<file path="src/rtl/spi_rate_gen.sv">
module spi_rate_gen #(
  parameter int PRE_W = 3,
  parameter int SEL_W = 3,
  localparam int CFG_W = PRE_W + SEL_W,
  localparam int POW_W = (1 << SEL_W) - 1,
  localparam int DIV_W = PRE_W + (1 << SEL_W) + 1
) (
  input  logic             clk,
  input  logic             rst_n,
  input  logic [CFG_W-1:0] rate_cfg,
  input  logic             run,
  output logic             half_tick,
  output logic [DIV_W-1:0] divisor_out
);

  logic [PRE_W-1:0] pre_q;
  logic [SEL_W-1:0] sel_q;
  logic [PRE_W-1:0] pre_cnt;
  logic [POW_W-1:0] pow_cnt;
  logic [POW_W:0]   pow_span;
  logic             pre_wrap;
  logic             pow_wrap;

  assign pow_span = {{POW_W{1'b0}}, 1'b1} << sel_q;
  assign pre_wrap = (pre_cnt == pre_q);
  assign pow_wrap = ({1'b0, pow_cnt} == (pow_span - 1'b1));
  assign half_tick = run & pre_wrap & pow_wrap;
  assign divisor_out = (({{(DIV_W-PRE_W){1'b0}}, pre_q} + DIV_W'(1)) << sel_q) << 1;

  always_ff @(posedge clk or negedge rst_n) begin
    if (!rst_n) begin
      pre_q   <= '0;
      sel_q   <= '0;
      pre_cnt <= '0;
      pow_cnt <= '0;
    end else if (!run) begin
      pre_q   <= rate_cfg[CFG_W-1:SEL_W];
      sel_q   <= rate_cfg[SEL_W-1:0];
      pre_cnt <= '0;
      pow_cnt <= '0;
    end else begin
      pre_cnt <= pre_wrap ? '0 : pre_cnt + 1'b1;
      if (pre_wrap)
        pow_cnt <= pow_wrap ? '0 : pow_cnt + 1'b1;
    end
  end

endmodule

</file>
<file path="config.mk">
export PLATFORM = sky130hd
export DESIGN_NAME = spi_rate_gen
export DESIGN_NICKNAME = d
export VERILOG_FILES = /design/src/rtl/spi_rate_gen.sv
export SDC_FILE = /design/constraint.sdc
export NUM_CORES = 1
export LEC_CHECK = 0
export BUFFER_PORTS_ARGS = -buffer_cell sky130_fd_sc_hd__buf_2
export CAP_MARGIN = 25
export CORE_ASPECT_RATIO = 0.9
export CORE_MARGIN = 2
export CORE_UTILIZATION = 40
export CTS_CLUSTER_SIZE = 8
export DETAILED_ROUTE_END_ITERATION = 6
export MAX_ROUTING_LAYER = met4
export PLACE_DENSITY = 0.59
export SKIP_CTS_REPAIR_TIMING = 1
export SYNTH_ARGS = -nofsm -noshare
export SYNTH_HDL_FRONTEND = slang
export SYNTH_SLANG_ARGS = --single-unit
</file>
<file path="constraint.sdc">
create_clock -name clk -period 2.6 [get_ports clk]
set_input_delay 0.26 -clock clk [delete_from_list [all_inputs] [get_ports clk]]
set_output_delay 0.26 -clock clk [all_outputs]
set_load 0.005 [all_outputs]
</file>
==> impl_metrics.tcl, run 1 <==
set metrics [dict create \
    rows 18 \
    path_clk_slew_ps 100 \
    io_buffers 20 \
    fin_setup_tns_ps 0 \
    setup_viol 0 \
    synth_top_area_cell "dfrtp_1" \
    initial_utilization 0.418 \
    synth-seq-cells 16 \
    p_total_uw 675 \
    slew_violations 0 \
    path_cells "or4_4 -> nor3_2 -> a211oi_2 -> nor4_1 -> buf_2" \
    antenna_cells 0 \
    critPathRequiredTime_ps 2340 \
    cts_buffers 3 \
    synthTopCellsByArea "dfrtp_1 35%, mux2_2 5.9%, xnor2_1 3.8%" \
    final_util 0.469 \
    leakagePower_nw 0.561 \
    synth_cells 128 \
    grt_max_degree 21 \
    syn_nets 140 \
    grt_pass1_vias 898 \
    hp-class "input pin to register" \
    ys_warn_count 0 \
    drv_cap 0 \
    cp-start-kind "register" \
    wirelength_um 2340 \
    gp_congestion 0.783 \
    rrSetupSlack_ps 640 \
    ys_async_sr_fraction 1.00 \
    max_stage_delay_ps 610 \
    cp_num_buf_inv 1 \
    core_um2 2730 \
    io_pins 22 \
    worstPathMaxFanout 18 \
    clock_latency_ps 290 \
    nets 155 \
    syn-cell-area_um2 1140 \
    grt_overflow 0 \
    fmax_ghz 0.421 \
    worst-endpoint-arrival_ps 2110 \
    drtAntennaViolNets 0 \
    first_pass_iters 4 \
    grt_pass1_wl_um 4080 \
    synth_cell_type_count 44 \
    end_kind "output pin" \
    layout-drive-gt1-share 0.254 \
    cts_max_level 1 \
    antenna_found_initial 0 \
    cts_sinks 16 \
    cts_buffer_depth 2 \
    die_x_um 60.2 \
    synth.avg_cell_area_um2 8.90 \
    dieArea_um2 3290 \
    track_usage 0.173 \
    rsz0062_at_grt "no" \
    hpwl_um 1730 \
    finalClockSkew_ps 6.43 \
    dpl_cell_area_um2 1230 \
    final_area_um2 1280 \
    powerDensity_nw_per_um2 527 \
    peakVddDrop_mv 0.362 \
    cp_top_family "simple AND/OR/NAND/NOR gates" \
    die_h_um 54.6 \
    cts_tree "yes" \
    timing.final.crit_period_ps 2370 \
    route.vias.total 944 \
    synth_edf_count 0 \
    ys_dominant_reg_cell "dfrtp_1" \
    drtIter0Drc 41 \
    cts-root-buf "clkbuf_4" \
    critPathSlowestCell "or4_4" \
    synth_top_area_frac 0.352 \
    status "finished, final reports clean" \
    synth_seq_area_share 0.352 \
    vias_per_cell 5.19 \
    syn_to_final_growth_pct 12.3 \
    drc 0 \
    critPathKind "register to output pin" \
    hold_viol 0 \
    maxSlewHeadroom 0.631 \
    routedWlPerCell_um 12.9 \
    fin_crit_sh 0.913 \
    tightestPinTransition_ps 554 \
]
==> cells by family (layout without fill, tap and decap cells) <==
logic type | after synthesis | in the layout | share of synthesized area
muxes | 6 | 6 | 0.0593
and+or+nand+nor | 45 | 45 | 0.220
buffers and inverters | 18 | 32 | 0.0758
other | 1 | 1 | 0.00329
DFF | 16 | 16 | 0.352
AOI/OAI and AO/OA | 30 | 30 | 0.188
adders and majority gates | 3 | 3 | 0.0330
xor gates and xnor gates | 9 | 9 | 0.0692
==> cell usage in the layout (no fill, tap or decap), types with 2 or more instances in the layout <==
cell type  count
buf_2         20
dfrtp_1       16
nor2_1        11
o21ai_0        7
inv_1          6
nand2_1        6
nand3_1        6
mux2_2         6
a211oi_1       5
xnor2_1        5
xor2_1         4
nor3_1         4
a21oi_1        3
ha_1           3
clkbuf_4       3
nand2b_1       2
nand4_1        2
and2_1         2
nor4_1         2
a31oi_1        2
o22ai_1        2
and3_1         2
o32ai_1        2
==> through the flow <==
step                hold slack (ps)  instances  setup slack, ps
floorplan                     -35.6        128              860
global placement                198        177              647
detailed placement              200        177              576
CTS                            -127        181              224
global route                    185        182             53.7
finish                          195        182              227
==> final timing paths <==
check / start / endpoint / cells past startpoint
worst max-delay path: sel_q[2]$_DFFE_PN0N_ / half_tick / 5
worst min-delay path: rate_cfg[2] / sel_q[2]$_DFFE_PN0N_ / 2
worst max register to register: sel_q[2]$_DFFE_PN0N_ / pow_cnt[5]$_DFFE_PN0P_ / 5
worst min register to register: pre_cnt[0]$_DFF_PN0_ / pre_cnt[0]$_DFF_PN0_ / 1
max in group asynchronous: rst_n / sel_q[1]$_DFFE_PN0N_ / 2
min in group asynchronous: rst_n / pow_cnt[4]$_DFFE_PN0P_ / 2
==> power breakdown <==
part / switching [mW] / internal, mW
clock network: 0.0821 / 0.0852
logic: 0.0993 / 0.0921
registers: 0.0465 / 0.269
total: 0.228 / 0.447
==> layer usage <==
| metal | vias up | GRT usage | routed length (µm) |
|---|---|---|---|
| met5 | - | - | 0 |
| met1 | 443 | 0.228 | 1170 |
| met4 | 0 | 0.0444 | 18 |
| li1 | 486 | - | - |
| met2 | 13 | 0.268 | 1080 |
| met3 | 2 | 0.0426 | 70 |
==> flip-flops by register name (all words and copies together) (netlist names) <==
name / count
pow_cnt: 7
pre_cnt: 3
pre_q: 3
sel_q: 3
==> worst reg2reg max path, delay by kind of cell, from the launching register on <==
kind / cells / cell delay, ps
DFF: 1 / 580
and+or+nand+nor: 3 / 1030
AOI/OAI and AO/OA: 2 / 220
==> cells in the mapped netlist, types with 2 or more instances <==
cell type / number
ha_1: 3
nor3_1: 4
o21ai_0: 7
buf_2: 3
mux2_2: 6
o22ai_1: 2
clkbuf_1: 5
a21oi_1: 3
a31oi_1: 2
and3_1: 2
buf_4: 2
nor2_1: 11
dfrtp_1: 16
nand2_1: 6
xor2_1: 4
and2_1: 2
nor4_1: 2
inv_1: 6
nand3_1: 6
xnor2_1: 5
a211oi_1: 5
nand2b_1: 2
nand4_1: 2
o32ai_1: 2
==> final cells by class <==
cell class / count / area [µm²]
fill: 255 / 1450
tap: 40 / 50.0
timing repair buffer: 22 / 118
clock buffer: 4 / 36.3
multi-input combinational: 94 / 652
sequential: 16 / 400
inverter: 6 / 22.5
Power figures use the tool's default switching activity.
==> run 2, diff against run 1 <==
==> constraint.sdc (replaced) <==
create_clock -name clk -period 2.6 [get_ports clk]
set_input_delay 0.13 -clock clk [delete_from_list [all_inputs] [get_ports clk]]
set_output_delay 0.13 -clock clk [all_outputs]
set_load 0.005 [all_outputs]
==> run 2 against run 1 <==
Effect of this change:
- critical path depth stayed put
- clock skew shrank 5.1 ps
- largest power group unchanged
- first-iteration DRC count grew 7.3%
- utilization unchanged
- die area is the same
- routed wire length up 3.3%
- critical path type unchanged
- total power decreased by 0.30%
- critical endpoint unchanged
- sequential power about the same
- count of clock-buffer cells in the layout is the same
- clock power hardly changed
- highest routed layer unchanged
==> impl_metrics.tcl, run 2 (synthesis gave the netlist of run 1 again) <==
set metrics [dict create \
    rrSetupSlack_ps 610 \
    final_cell_count_no_fill 182 \
    wirelength_um 2420 \
    vias_per_cell 5.29 \
    die_x_um 60.2 \
    initial_utilization 0.418 \
    cts_tree "yes" \
    critPathRequiredTime_ps 2470 \
    track_usage 0.179 \
    drv_cap 0 \
    cp-start-kind "register" \
    clock_power_share 0.248 \
    layout-drive-gt1-share 0.254 \
    drc 0 \
    largest_reg_flops 7 \
    hp-start "rate_cfg[2]" \
    dpl_cell_area_um2 1230 \
    fin_crit_sh 0.850 \
    hpwl_um 1800 \
    grt_pass1_vias 873 \
    cts_max_level 1 \
    end_kind "output pin" \
    syn_to_final_growth_pct 12.3 \
    mostFrequentLayoutCells "20 x buf_2, 16 x dfrtp_1, 11 x nor2_1, 7 x o21ai_0" \
    worst-endpoint-arrival_ps 2080 \
    p_int_uw 446 \
    finalClockSkew_ps 1.35 \
    drtAntennaViolNets 0 \
    timing.rr.end "pow_cnt[1]$_DFFE_PN0P_" \
    peakVddDrop_mv 0.220 \
    dieArea_um2 3290 \
    seq_power_share 0.468 \
    final_util 0.469 \
    dp.cells 177 \
    cts_buffers 3 \
    clock_latency_ps 290 \
    grt_pass1_wl_um 4150 \
    worstHoldEndpoint "sel_q[2]$_DFFE_PN0N_" \
    p_sw_uw 226 \
    combPwrFrac 0.284 \
    hp-class "input pin to register" \
    pre_cts_ws_ps 636 \
    tightestPinTransition_ps 582 \
    worstPathMaxFanout 18 \
    gp_congestion 0.771 \
    swShare 0.336 \
    hold_viol 0 \
    rows 18 \
    cts_buffer_depth 2 \
    fmax_ghz 0.452 \
    nets 155 \
    critPathKind "register to output pin" \
    timing.final.crit_period_ps 2210 \
    grt_max_degree 21 \
    regMostFlops "pow_cnt" \
    rsz0062_at_grt "no" \
    io_pins 22 \
    first_pass_iters 4 \
    drtIter0Drc 44 \
    leakagePower_nw 0.561 \
    die_h_um 54.6 \
    maxSlewHeadroom 0.612 \
    cts-root-buf "clkbuf_4" \
    core_um2 2730 \
    status "finished, final reports clean" \
    final_area_um2 1280 \
    r2r-start "sel_q[2]$_DFFE_PN0N_" \
    antenna_cells 0 \
    layout_commonest_cell "buf_2" \
    r2r_cells 5 \
    hold_path_depth 2 \
    powerDensity_nw_per_um2 526 \
    path_clk_slew_ps 100 \
    antenna_found_initial 0 \
    grt_overflow 0 \
    setup_viol 0 \
    setup_ws_ps 389 \
    slew_violations 0 \
    routedWlPerCell_um 13.3 \
    fin_setup_tns_ps 0 \
    cts_sinks 16 \
    io_buffers 20 \
    route.vias.total 963 \
]
[run 2: final cells by class]
| class | instances | area [µm²] |
|---|---|---|
| clock buffers | 4 | 36.3 |
| fillers | 284 | 1450 |
| multi-input cells | 94 | 652 |
| repair buffers | 22 | 118 |
| inverters | 6 | 22.5 |
| flip-flops and latches | 16 | 400 |
| well taps | 40 | 50.0 |
[run 2: worst max path at each step]
stage	slack [ps]	start	cells after the start	endpoint
2_1_floorplan	950	sel_q[2]$_DFFE_PN0N_	6	pow_cnt[5]$_DFFE_PN0P_
5_1_grt	270	sel_q[1]$_DFFE_PN0N_	5	half_tick
3_3_place_gp	710	sel_q[1]$_DFFE_PN0N_	5	pow_cnt[6]$_DFFE_PN0P_
6_report	390	sel_q[2]$_DFFE_PN0N_	5	half_tick
3_5_place_dp	640	sel_q[2]$_DFFE_PN0N_	5	pow_cnt[1]$_DFFE_PN0P_
4_1_cts	370	sel_q[2]$_DFFE_PN0N_	5	half_tick
[run 2: critical path, stage by stage, from the launching register on]
cell and delay [ps]:
dfrtp_1 570, or4_4 610, nor3_2 150, a211oi_2 70, nor4_1 240, buf_2 160
[run 2: power by group through the flow]
stage	registers [mW]	logic, mW	clock network, mW
finish	0.315	0.191	0.167
detailed placement	0.320	0.190	0
global route	0.323	0.216	0.192
CTS	0.315	0.191	0.178
global placement	0.319	0.187	0
floorplan	0.291	0.166	0
[run 2: stage by stage]
| step | hold slack [ps] | power (mW) |
|---|---|---|
| floorplan | -166 | 0.458 |
| global placement | 69.9 | 0.505 |
| detailed placement | 67.8 | 0.510 |
| CTS | -259 | 0.684 |
| global route | 45.3 | 0.731 |
| finish | 62.9 | 0.672 |
[run 2: metal layers]
layer,vias up,routed length (µm),GRT usage
met2,15,1160,0.281
met1,457,1160,0.232
li1,487,-,-
met5,-,0,-
met3,4,72,0.0449
met4,0,25,0.0481
==> run 3, diff against run 2 <==
--- a/config.mk
+++ b/config.mk
@@ -7,7 +7,7 @@
 export LEC_CHECK = 0
 export BUFFER_PORTS_ARGS = -buffer_cell sky130_fd_sc_hd__buf_2
 export CAP_MARGIN = 25
-export CORE_ASPECT_RATIO = 0.9
+export CORE_ASPECT_RATIO = 1.5
 export CORE_MARGIN = 2
 export CORE_UTILIZATION = 40
 export CTS_CLUSTER_SIZE = 8
==> run 3 against run 2 <==
Effect of this change:
- setup slack improved by 80 ps
- routed wire length up 5.1%
- cell area grew 0.68%
- largest power group unchanged
==> impl_metrics.tcl, run 3 (synthesis gave the netlist of run 1 again) <==
set metrics [dict create \
    status "finished, final reports clean" \
    vias_per_cell 5.54 \
    r2r_cells 5 \
    routedWlPerCell_um 14.2 \
    core_um2 2710 \
    cts_buffer_depth 2 \
    initial_utilization 0.421 \
    grt_max_degree 21 \
    layout-drive-gt1-share 0.254 \
    hp-start "rate_cfg[1]" \
    hpwl_um 1870 \
    mostFrequentLayoutCells "20 x buf_2, 16 x dfrtp_1, 11 x nor2_1, 7 x o21ai_0" \
    nets 156 \
    tightestPinTransition_ps 577 \
    final_util 0.476 \
    syn_to_final_growth_pct 13.1 \
    cts-root-buf "clkbuf_8" \
    fin_setup_tns_ps 0 \
    worst-endpoint-arrival_ps 2000 \
    setup_viol 0 \
    path_clk_slew_ps 70 \
    route.vias.total 991 \
    antenna_found_initial 0 \
    grt_pass1_wl_um 4220 \
    rsz0062_at_grt "no" \
    worstPathMaxFanout 20 \
    critPathKind "register to output pin" \
    cp-start-kind "register" \
    die_h_um 69.3 \
    leakagePower_nw 0.567 \
    peakVddDrop_mv 0.281 \
    drv_cap 0 \
    timing.final.crit_period_ps 2130 \
    p_total_uw 696 \
    dieArea_um2 3300 \
    finalClockSkew_ps 6.85 \
    grt_pass1_vias 964 \
    gp_congestion 0.746 \
    die_x_um 47.6 \
    pre_cts_ws_ps 660 \
    io_buffers 20 \
    wirelength_um 2540 \
    slew_violations 0 \
    hp-class "input pin to register" \
    hold_viol 0 \
    layout_commonest_cell "buf_2" \
    end_kind "output pin" \
    drc 0 \
    maxSlewHeadroom 0.612 \
    critPathRequiredTime_ps 2470 \
    rows 23 \
    setup_ws_ps 470 \
    r2r-start "sel_q[1]$_DFFE_PN0N_" \
    powerDensity_nw_per_um2 541 \
    drtIter0Drc 17 \
    clock_latency_ps 250 \
    fin_crit_sh 0.819 \
    regMostFlops "pow_cnt" \
    io_pins 22 \
    cts_buffers 3 \
    drtAntennaViolNets 0 \
    track_usage 0.177 \
    first_pass_iters 4 \
    hold_path_depth 2 \
    cts_max_level 1 \
    antenna_cells 0 \
    cts_tree "yes" \
    grt_overflow 0 \
    cp-startpoint "sel_q[1]$_DFFE_PN0N_" \
    fmax_ghz 0.469 \
    largest_reg_flops 7 \
    cts_sinks 16 \
]
-- run 3: cell type report --
cell class | count | area, µm²
clock buffer | 3 | 41.3
fill | 286 | 1420
sequential | 16 | 400
inverter | 6 | 22.5
multi-input combinational | 94 | 652
tap | 37 | 46.3
timing repair buffer | 23 | 125
-- run 3: critical path, cell delays in order, from the launching register on --
cell	delay [ps]
dfrtp_1	590
or4_4	570
nor3_2	140
a211oi_2	80
nor4_1	230
buf_2	150
-- run 3: worst paths after layout --
check / to / slack (ps)
worst max-delay path: half_tick / 470
worst min-delay path: sel_q[1]$_DFFE_PN0N_ / 110
worst max register to register: pow_cnt[2]$_DFFE_PN0P_ / 670
worst min register to register: pre_cnt[0]$_DFF_PN0_ / 490
max in group asynchronous: pre_q[0]$_DFFE_PN0N_ / 2000
min in group asynchronous: pow_cnt[0]$_DFFE_PN0P_ / 320
-- run 3: per-stage QoR --
step / instances / hold WS [ps] / area [µm²]
6_report: 179 / 107 / 1290
5_1_grt: 179 / 115 / 1290
4_1_cts: 178 / -198 / 1280
3_5_place_dp: 175 / 68.3 / 1240
3_3_place_gp: 175 / 74.0 / 1240
2_1_floorplan: 128 / -166 / 1140
-- run 3: metal layers --
layer	GRT usage	wire length, µm	vias to the layer above
li1	-	-	487
met1	0.203	1060	466
met2	0.285	1320	32
met3	0.0391	124	6
met4	0.0721	31	0
met5	-	0	-
-- run 3: power by group --
part,switching [mW],internal (mW)
registers,0.0398,0.270
logic,0.106,0.0937
clock network,0.0842,0.103
total,0.230,0.466
